<file path="src/rtl/kwdt_pkg.sv">
package kwdt_pkg;
    localparam int TC_W  = 16;
    localparam int CNT_W = TC_W + 1;

    localparam logic [15:0] KEY_ARM  = 16'h556C;
    localparam logic [15:0] KEY_FIRE = 16'hAA39;

    localparam int WORD_CTRL = 1;
    localparam int WORD_CNT  = 2;
    localparam int WORD_SVC  = 3;
    localparam int WORD_STAT = 4;

    typedef struct packed {
        logic [TC_W-1:0] tc;
        logic            frz;
        logic            en;
        logic            rsel;
        logic            pre;
    } ctrl_t;

    function automatic logic [31:0] ctrl_to_word(input ctrl_t c);
        return {c.tc, 12'd0, c.frz, c.en, c.rsel, c.pre};
    endfunction

    function automatic ctrl_t word_to_ctrl(input logic [31:0] w);
        ctrl_t c;
        c.tc   = w[31:16];
        c.frz  = w[3];
        c.en   = w[2];
        c.rsel = w[1];
        c.pre  = w[0];
        return c;
    endfunction

    function automatic logic [CNT_W-1:0] reload_of(input logic [TC_W-1:0] tc);
        return (tc == '0) ? {1'b1, {TC_W{1'b0}}} : {1'b0, tc};
    endfunction
endpackage

</file>
<file path="src/rtl/kwdt_keychk.sv">
module kwdt_keychk
    import kwdt_pkg::*;
(
    input  logic        clk,
    input  logic        rst_n,
    input  logic        svc_wr,
    input  logic [15:0] svc_val,
    output logic        kick
);
    typedef struct packed {
        logic armed;
    } key_st_t;

    key_st_t st_d, st_q;

    always_comb begin
        st_d = st_q;
        kick = 1'b0;
        if (svc_wr) begin
            if (svc_val == KEY_ARM) begin
                st_d.armed = 1'b1;
            end else begin
                st_d.armed = 1'b0;
                if (svc_val == KEY_FIRE && st_q.armed) begin
                    kick = 1'b1;
                end
            end
        end
    end

    always_ff @(posedge clk or negedge rst_n) begin
        if (!rst_n) st_q <= '0;
        else        st_q <= st_d;
    end

    // a first key always leaves the checker armed
    assert_arm_stays_R5: assert property (@(posedge clk) disable iff (!rst_n)
        (svc_wr && svc_val == KEY_ARM) |=> st_q.armed);
    // a completed pair returns the checker to idle
    assert_kick_disarms_R4: assert property (@(posedge clk) disable iff (!rst_n)
        kick |=> !st_q.armed);
endmodule

</file>
<file path="src/rtl/kwdt_prescale.sv">
module kwdt_prescale #(
    parameter int LOG2 = 16
) (
    input  logic clk,
    input  logic rst_n,
    input  logic clear,
    input  logic run,
    output logic wrap
);
    typedef struct packed {
        logic [LOG2-1:0] div;
    } pre_st_t;

    pre_st_t st_d, st_q;

    always_comb begin
        st_d = st_q;
        wrap = run && (st_q.div == '1);
        if (clear)    st_d.div = '0;
        else if (run) st_d.div = st_q.div + 1'b1;
    end

    always_ff @(posedge clk or negedge rst_n) begin
        if (!rst_n) st_q <= '0;
        else        st_q <= st_d;
    end

    // the divider holds while stopped
    assert_div_hold_R10: assert property (@(posedge clk) disable iff (!rst_n)
        (!run && !clear) |=> $stable(st_q.div));
endmodule

</file>
<file path="src/rtl/kwdt_counter.sv">
module kwdt_counter
    import kwdt_pkg::*;
#(
    parameter logic [CNT_W-1:0] RST_CNT = {1'b0, {TC_W{1'b1}}}
) (
    input  logic             clk,
    input  logic             rst_n,
    input  logic             load,
    input  logic [CNT_W-1:0] load_val,
    input  logic             tick,
    input  logic             rsel,
    input  logic             kick,
    output logic [CNT_W-1:0] cnt,
    output logic             rst_req,
    output logic             irq
);
    typedef struct packed {
        logic [CNT_W-1:0] cnt;
        logic             rst_req;
        logic             irq;
    } cnt_st_t;

    cnt_st_t st_d, st_q;
    logic    expire;

    always_comb begin
        st_d   = st_q;
        expire = tick && !load && (st_q.cnt == CNT_W'(1));
        st_d.rst_req = expire && rsel;
        if (kick)                 st_d.irq = 1'b0;
        else if (expire && !rsel) st_d.irq = 1'b1;
        if (load)                         st_d.cnt = load_val;
        else if (expire && !rsel)         st_d.cnt = load_val;
        else if (tick && st_q.cnt != '0)  st_d.cnt = st_q.cnt - 1'b1;
    end

    always_ff @(posedge clk or negedge rst_n) begin
        if (!rst_n) begin
            st_q.cnt     <= RST_CNT;
            st_q.rst_req <= 1'b0;
            st_q.irq     <= 1'b0;
        end else begin
            st_q <= st_d;
        end
    end

    assign cnt     = st_q.cnt;
    assign rst_req = st_q.rst_req;
    assign irq     = st_q.irq;

    assert_rst_pulse_R8: assert property (@(posedge clk) disable iff (!rst_n)
        st_q.rst_req |=> !st_q.rst_req);
    assert_cnt_range_R11: assert property (@(posedge clk) disable iff (!rst_n)
        st_q.cnt <= {1'b1, {TC_W{1'b0}}});
    assert_irq_level_R9: assert property (@(posedge clk) disable iff (!rst_n)
        (st_q.irq && !kick) |=> st_q.irq);
endmodule

</file>
<file path="src/rtl/kwdt_top.sv">
module kwdt_top
    import kwdt_pkg::*;
#(
    parameter int PRESC_LOG2    = 16,
    parameter int START_ENABLED = 0,
    parameter int ADDR_W        = 5
) (
    input  logic              clk,
    input  logic              rst_n,
    input  logic              bus_sel,
    input  logic              bus_wr,
    input  logic [ADDR_W-1:0] bus_addr,
    input  logic [3:0]        bus_strb,
    input  logic [31:0]       bus_wdata,
    output logic [31:0]       bus_rdata,
    input  logic              dbg_halt,
    output logic              wd_rst_req,
    output logic              wd_irq
);
    localparam int    WORD_W   = ADDR_W - 2;
    localparam ctrl_t CTRL_RST = ctrl_t'({16'hFFFF, 1'b0, 1'(START_ENABLED), 1'b1, 1'b1});

    typedef struct packed {
        ctrl_t ctrl;
        logic  locked;
        logic  flag;
    } top_st_t;

    top_st_t st_d, st_q;

    logic [WORD_W-1:0] word;
    logic              acc, wr, ctrl_wr, commit, svc_wr, kick;
    logic              hold, run_div, wrap, tick, load;
    logic [31:0]       merged;
    logic [CNT_W-1:0]  load_val, cnt;

    always_comb begin
        word    = bus_addr[ADDR_W-1:2];
        acc     = bus_sel && (bus_addr[1:0] == 2'b00);
        wr      = acc && bus_wr;
        ctrl_wr = wr && (word == WORD_W'(WORD_CTRL)) && (|bus_strb);
        commit  = ctrl_wr && !st_q.locked;
        svc_wr  = wr && (word == WORD_W'(WORD_SVC)) && (&bus_strb[3:2]);

        merged = ctrl_to_word(st_q.ctrl);
        for (int i = 0; i < 4; i++) begin
            if (bus_strb[i]) merged[8*i +: 8] = bus_wdata[8*i +: 8];
        end

        st_d = st_q;
        if (commit) begin
            st_d.ctrl   = word_to_ctrl(merged);
            st_d.locked = 1'b1;
        end
        if (wr && (word == WORD_W'(WORD_STAT)) && bus_strb[0] && bus_wdata[0]) st_d.flag = 1'b0;
        if (wd_rst_req) st_d.flag = 1'b1;

        hold     = st_d.ctrl.frz && dbg_halt;
        run_div  = st_d.ctrl.en && st_d.ctrl.pre && !hold;
        tick     = st_d.ctrl.en && !hold && (st_d.ctrl.pre ? wrap : 1'b1);
        load     = commit || kick || !st_d.ctrl.en;
        load_val = reload_of(st_d.ctrl.tc);

        bus_rdata = '0;
        if (acc) begin
            if (word == WORD_W'(WORD_CTRL))      bus_rdata = ctrl_to_word(st_q.ctrl);
            else if (word == WORD_W'(WORD_CNT))  bus_rdata = {{(32-CNT_W){1'b0}}, cnt};
            else if (word == WORD_W'(WORD_STAT)) bus_rdata = {31'd0, st_q.flag};
        end
    end

    always_ff @(posedge clk or negedge rst_n) begin
        if (!rst_n) begin
            st_q.ctrl   <= CTRL_RST;
            st_q.locked <= 1'b0;
            st_q.flag   <= 1'b0;
        end else begin
            st_q <= st_d;
        end
    end

    kwdt_keychk u_keychk (
        .clk     (clk),
        .rst_n   (rst_n),
        .svc_wr  (svc_wr),
        .svc_val (bus_wdata[31:16]),
        .kick    (kick)
    );

    kwdt_prescale #(.LOG2(PRESC_LOG2)) u_prescale (
        .clk   (clk),
        .rst_n (rst_n),
        .clear (load),
        .run   (run_div),
        .wrap  (wrap)
    );

    kwdt_counter #(.RST_CNT(reload_of(CTRL_RST.tc))) u_counter (
        .clk      (clk),
        .rst_n    (rst_n),
        .load     (load),
        .load_val (load_val),
        .tick     (tick),
        .rsel     (st_d.ctrl.rsel),
        .kick     (kick),
        .cnt      (cnt),
        .rst_req  (wd_rst_req),
        .irq      (wd_irq)
    );

    assert_lock_R3: assert property (@(posedge clk) disable iff (!rst_n)
        st_q.locked |=> $stable(st_q.ctrl));
    assert_first_commit_R2: assert property (@(posedge clk) disable iff (!rst_n)
        ctrl_wr |=> st_q.locked);
    assert_kick_reload_R4: assert property (@(posedge clk) disable iff (!rst_n)
        kick |=> (cnt == $past(load_val)));
    assert_freeze_R10: assert property (@(posedge clk) disable iff (!rst_n)
        (hold && !load) |=> $stable(cnt));
    assert_flag_set_R8: assert property (@(posedge clk) disable iff (!rst_n)
        wd_rst_req |=> st_q.flag);
endmodule

</file>
<file path="config.mk">
export PLATFORM = sky130hd
export DESIGN_NAME = kwdt_top
export DESIGN_NICKNAME = d
export VERILOG_FILES = /design/src/rtl/kwdt_pkg.sv /design/src/rtl/kwdt_keychk.sv /design/src/rtl/kwdt_prescale.sv /design/src/rtl/kwdt_counter.sv /design/src/rtl/kwdt_top.sv
export SDC_FILE = /design/constraint.sdc
export NUM_CORES = 1
export LEC_CHECK = 0
export BUFFER_PORTS_ARGS = -buffer_cell sky130_fd_sc_hd__buf_4
export CAP_MARGIN = 20
export CORE_ASPECT_RATIO = 0.8
export CORE_MARGIN = 5
export CORE_UTILIZATION = 50
export DETAILED_ROUTE_END_ITERATION = 8
export GPL_TIMING_DRIVEN = 0
export PLACE_DENSITY = 0.79
export SYNTH_ARGS = -nofsm -noshare
export SYNTH_HDL_FRONTEND = slang
export SYNTH_SLANG_ARGS = --single-unit
</file>
<file path="constraint.sdc">
create_clock -name clk -period 2.8 [get_ports clk]
set_clock_uncertainty 0.15 [all_clocks]
set_input_delay 0.14 -clock clk [delete_from_list [all_inputs] [get_ports clk]]
set_output_delay 0.14 -clock clk [all_outputs]
set_load 0.005 [all_outputs]
</file>
==> results.cfg, run 1 <==
[outcome]
status = finished clean

[synthesis]
syn_nets = 420
avgSynthCellArea_um2 = 9.88
synth_commonest_cells = 35 x nor2_1, 34 x dfstp_2, 32 x and2_1
synthDistinctLibCells = 61
yosysMostFrequentCell = nor2_1
synth_warnings = 0
ys.flop_type = dfstp_2
synth.area.top_cells = dfstp_2 24%, dfrtp_1 16%, mux2_2 5.8%
synth_edf_count = 0
ys_ff_latch = 58
ys_async_sr_fraction = 1.00
seq_area_frac_synth = 0.408
synth_top_area_frac = 0.244
syn_area_um2 = 3660
yosys.area.top_type = dfstp_2
syn_inst = 371

[sta]
finalHoldViolations = 0
post-route-period-util = 0.985
relSlewSlack = 0.520
final.min_clock_period_ns = 2.76
worst_slew_pin_slew_ns = 0.721
drv_slew = 0
setup_viol = 0
fin_tns_setup_ns = 0
hold_slack_ns = 0.0118
timing.fmax_mhz = 363

[global_routing]
antenna_found_initial = 0
grt_pass1_wl_um = 17000
grt_max_degree = 59
grt_pass1_vias = 3373
gr-total-overflow = 0
grt_use_total = 0.233

[place]
dpl.hpwl_um = 7400
placedCellCount = 524
io_buffers = 66
finalWeightedCongestion = 0.907

[drt]
drt-pass1-iter-count = 6
vias = 3356
ant_nets = 0
drc_errors = 0
first_iter_violations = 289
viasPerCell = 5.96
wire_per_inst_um = 18.3
totalWireLength_um = 10300

[die]
die_w_um = 106
die_area_um2 = 9150
coreArea_um2 = 6990
start_util = 0.524
io_pins = 80
die_h_um = 86.6
rows = 27

[critical_path]
critPathMaxStageDelay_ns = 0.55
path_cells = or4_4 -> or4b_4 -> buf_6 -> a2111oi_4 -> buf_4 -> a21oi_2 -> buf_6 -> mux2_4
startpoint_type = flip-flop
crit_slowest_cell = or4_4
worstSetupPathType = reg2reg
cp.arrival_ns = 2.85
end_kind = flip-flop
required_ns = 2.90
cpMostUsedCell = buf_6
crit_buf_inv = 3
cp_max_fo = 10
crit_family = simple AND/OR/NAND/NOR gates

[cts]
numCtsBuffers = 9
clockBufferDepth = 2
clock-root-buffer = clkbuf_8
path_clk_slew_ns = 0.07
cts_sinks = 58
clkLatencyLatePin_ns = 0.36
cts_tree = done
cts_max_level = 3

[layout]
diodes = 0
drive_gt1_frac = 0.351
instances_no_fill = 563
area_delta_synth_final_pct = 29.6
nets = 520

[power_and_ir_drop]
pwr_density_cell_nw_per_um2 = 374
p_leak_uw = 0.00211
vdd_ir_drop_max_mv = 0.260

[flow_run]
maxCapViolCount = 0

[hold_path]
hold_class = in2reg
final cells by class:
cell class              count  area [um2]
fillers                   530        2240
multi-input cells         294        2120
flip-flops and latches     58        1490
repair buffers             90         728
clock buffers              12         155
well taps                  87         109
plain buffers              10        61.3
clock inverters             4        50.0
inverters                   8        30.0
registers in the layout, summed over array words and instances, names as in the netlist:
| signal | flops |
|---|---|
| st_q | 22 |
| u_counter.irq | 1 |
| u_counter.cnt | 17 |
| u_prescale.st_q | 16 |
| u_keychk.st_q | 1 |
| u_counter.rst_req | 1 |
logic make-up after synthesis:
family | count (synthesis) | synth area share
AND/OR/NAND/NOR | 175 | 0.275
buffers and inverters | 19 | 0.0242
AO/OA/AOI/OAI | 61 | 0.127
flip-flops | 58 | 0.408
adder cells (fa/ha/maj) | 3 | 0.0102
XOR/XNOR | 23 | 0.0550
multiplexers | 32 | 0.101
report_power, final:
| part | switching [uW] | total (uW) | internal, uW |
|---|---|---|---|
| clock network | 344 | 802 | 458 |
| logic | 63.8 | 131 | 67.0 |
| registers | 1.71 | 844 | 843 |
cell usage in the layout, fill, tap and decap left out, drive strengths merged, types with 5 or more instances in the layout:
cell,count
buf,75
a211o,7
nand3,14
dlygate4sd3,21
o21ai,5
dfstp,34
and4,5
clkbuf,16
inv,8
nand4,10
dfrtp,24
and3,6
nand2b,8
xor2,12
mux2i,8
nor2,35
nor4,7
nand2,16
a211oi,8
xnor2,11
mux2,24
a21boi,8
nor3,13
and2,32
a21oi,10
worst paths after layout:
path                                   start                 end  slack [ns]  depth (start not counted)
max in group asynchronous              rst_n             st_q[0]        1.78                          2
min in group asynchronous              rst_n  u_prescale.st_q[8]        0.25                          2
min reg2reg                u_counter.rst_req             st_q[0]        0.36                          1
min                              bus_strb[3]             st_q[1]        0.01                          3
max reg2reg                u_counter.cnt[13]   u_counter.cnt[16]        0.04                          8
max                        u_counter.cnt[13]   u_counter.cnt[16]        0.04                          8
worst register-to-register path, delay by kind of cell (launching register included):
family | cells | cell delay (ns)
simple gates | 2 | 1.05
buf+inv | 3 | 0.49
flops | 1 | 0.39
mux | 1 | 0.30
compound gates | 2 | 0.28
what timing repair did:
item,CTS,global route
pin swaps,0,1
gates resized for setup,1,13
endpoints found under the hold margin,44,0
setup buffers,0,3
endpoints found under the setup margin,1,25
hold buffers,21,0
per-stage QoR:
step | util | setup WS [ns] | area [um2] | power (uW)
after floorplan | - | 0.203 | 3660 | 890
after global placement | 0.610 | 0.0582 | 4270 | 960
after detailed placement | 0.610 | 0.00993 | 4270 | 962
after CTS | 0.671 | 0.0280 | 4690 | 1780
after global routing | 0.679 | -0.00297 | 4750 | 1830
final | 0.679 | 0.0427 | 4750 | 1780
layer usage:
| layer | part of all wire | track usage | routed length (um) | up-vias |
|---|---|---|---|---|
| met4 | 0.015 | 0.0753 | 155 | 0 |
| met2 | 0.45 | 0.364 | 4630 | 160 |
| met5 | 0 | 0 | 0 | - |
| li1 | - | - | - | 1566 |
| met1 | 0.45 | 0.323 | 4670 | 1613 |
| met3 | 0.079 | 0.0514 | 817 | 17 |
Power figures use the tool's default switching activity.
==> inputs of run 2 (changes only) <==
Settings changed: RECOVER_POWER set to 25.
==> run 2 against run 1 <==
  * Total power fell by 0.29%
  * Worst setup slack barely moved
  * Hold slack improved by 0.0073 ns
  * Sequential share of layout area barely moved
  * First-iteration DRC count did not move
  * Combinational power barely moved
  * Clock-buffer cell count did not move
  * Clock power fell by 0.6%
  * Non-clock buffer count did not move
  * Sequential power barely moved
  * Critical endpoint unchanged
  * Largest cell class unchanged
==> results.cfg, run 2 (synthesized netlist as in run 1, its figures left out) <==
[cts]
clkLatencyLatePin_ns = 0.35
cts_max_level = 3
path_clk_slew_ns = 0.07
cts_tree = done
cts_sinks = 58
clockBufferDepth = 2
clock-root-buffer = clkbuf_8
numCtsBuffers = 9

[drt]
drc_errors = 0
viasPerCell = 5.95
drt-pass1-iter-count = 5
totalWireLength_um = 10300
wl_met3_um = 793
wire_per_inst_um = 18.2
first_iter_violations = 289
dr_wl_met2_um = 4620
ant_nets = 0
top_layer_used = met4
vias = 3350
wl_met1_um = 4680

[die]
die_h_um = 86.6
rows = 27
io_pins = 80
die_w_um = 106
die_area_um2 = 9150
start_util = 0.524
coreArea_um2 = 6990

[power_and_ir_drop]
pwr_density_cell_nw_per_um2 = 373
p_switching_uw = 405
power_frac_clock = 0.450
power_frac_comb = 0.074
p_leak_uw = 0.00211
vdd_ir_drop_max_mv = 0.256
p_sw_frac = 0.228
internal_power_uw = 1370
pwr-share-seq = 0.477
power_uw = 1770

[hold_path]
hold_class = in2reg

[critical_path]
worstSetupPathType = reg2reg
cp_max_fo = 10
end_kind = flip-flop
startpoint_type = flip-flop
cp.arrival_ns = 2.85
required_ns = 2.89

[sta]
post-route-period-util = 0.985
hold_slack_ns = 0.0191
finalHoldViolations = 0
drv_slew = 0
worst_slew_pin_slew_ns = 1.41
fin_tns_setup_ns = 0
final.min_clock_period_ns = 2.76
relSlewSlack = 0.0618
setup_viol = 0
timing.fmax_mhz = 363
fin_ws_ns = 0.0430

[place]
place_area_um2 = 4270
finalWeightedCongestion = 0.907
io_buffers = 66
dpl.hpwl_um = 7400
place_ws_ns = 0.00993

[layout]
top_regs = st_q: 22 flops, u_counter.cnt: 17 flops, u_prescale.st_q: 16 flops
area_delta_synth_final_pct = 29.6
drive_gt1_frac = 0.351
largest_reg_flops = 22
stdcell_area_um2 = 4750
nets = 520
mostFrequentLayoutCell = buf_4
mostFrequentLayoutCells = 70 x buf_4, 35 x nor2_1, 34 x dfstp_2
regMostFlops = st_q
diodes = 0

[global_routing]
grt_pass1_wl_um = 17000
antenna_found_initial = 0
grt_max_degree = 59
grt_pass1_vias = 3373
grt_use_total = 0.233
gr-total-overflow = 0

[outcome]
status = finished clean

[flow_run]
maxCapViolCount = 0
run 2: cell count changes in the layout (fill, tap and decap cells not counted), sizes merged:
cell	before	now
buf	75	74
clkbuf	16	17
run 2: power by group through the flow:
| stage | Sequential (uW) | Combinational, uW | Clock [uW] |
|---|---|---|---|
| 5_1_grt | 844 | 143 | 839 |
| 2_1_floorplan | 857 | 32.5 | 0 |
| 4_1_cts | 844 | 128 | 810 |
| 6_report | 844 | 130 | 797 |
| 3_3_place_gp | 858 | 102 | 0 |
| 3_5_place_dp | 858 | 105 | 0 |
run 2: final timing paths:
kind	startpoint	endpoint	slack, ns	cells past startpoint
worst max-delay path	u_counter.cnt[13]	u_counter.cnt[16]	0.04	8
worst min-delay path	bus_strb[3]	st_q[1]	0.02	3
worst max register to register	u_counter.cnt[13]	u_counter.cnt[16]	0.04	8
worst min register to register	u_counter.rst_req	st_q[0]	0.36	1
max in group asynchronous	rst_n	st_q[0]	1.13	2
min in group asynchronous	rst_n	u_prescale.st_q[8]	0.53	2
run 2: what timing repair did:
item,in CTS,in global routing
hold buffers,21,0
resized for setup,1,13
pin swaps,0,1
endpoints found under the hold margin,44,0
buffers inserted,0,3
setup endpoints to repair,1,25
run 2: final cells by class:
class	instances	area, um2
clock buffers	12	155
plain buffers	10	61.3
well taps	87	109
flip-flops and latches	58	1490
repair buffers	90	726
multi-input cells	294	2120
inverters	8	30.0
clock inverters	4	50.0
fillers	531	2240
run 2: routing by layer:
layer | GRT usage | vias to the layer above
met5 | 0 | -
met2 | 0.364 | 165
met4 | 0.0753 | 0
met3 | 0.0514 | 18
li1 | - | 1566
met1 | 0.323 | 1601
run 2: metrics by stage:
| step | util | std cells |
|---|---|---|
| finish | 0.679 | 563 |
| global route | 0.679 | 563 |
| CTS | 0.671 | 561 |
| detailed placement | 0.610 | 524 |
| global placement | 0.610 | 524 |
| floorplan | - | 371 |
run 2: critical path: stages, from the launching register on:
cell and delay [ns]:
dfstp_2 0.39, or4_4 0.55, or4b_4 0.50, buf_6 0.15
a2111oi_4 0.22, buf_4 0.18, a21oi_2 0.06, buf_6 0.16
mux2_4 0.29
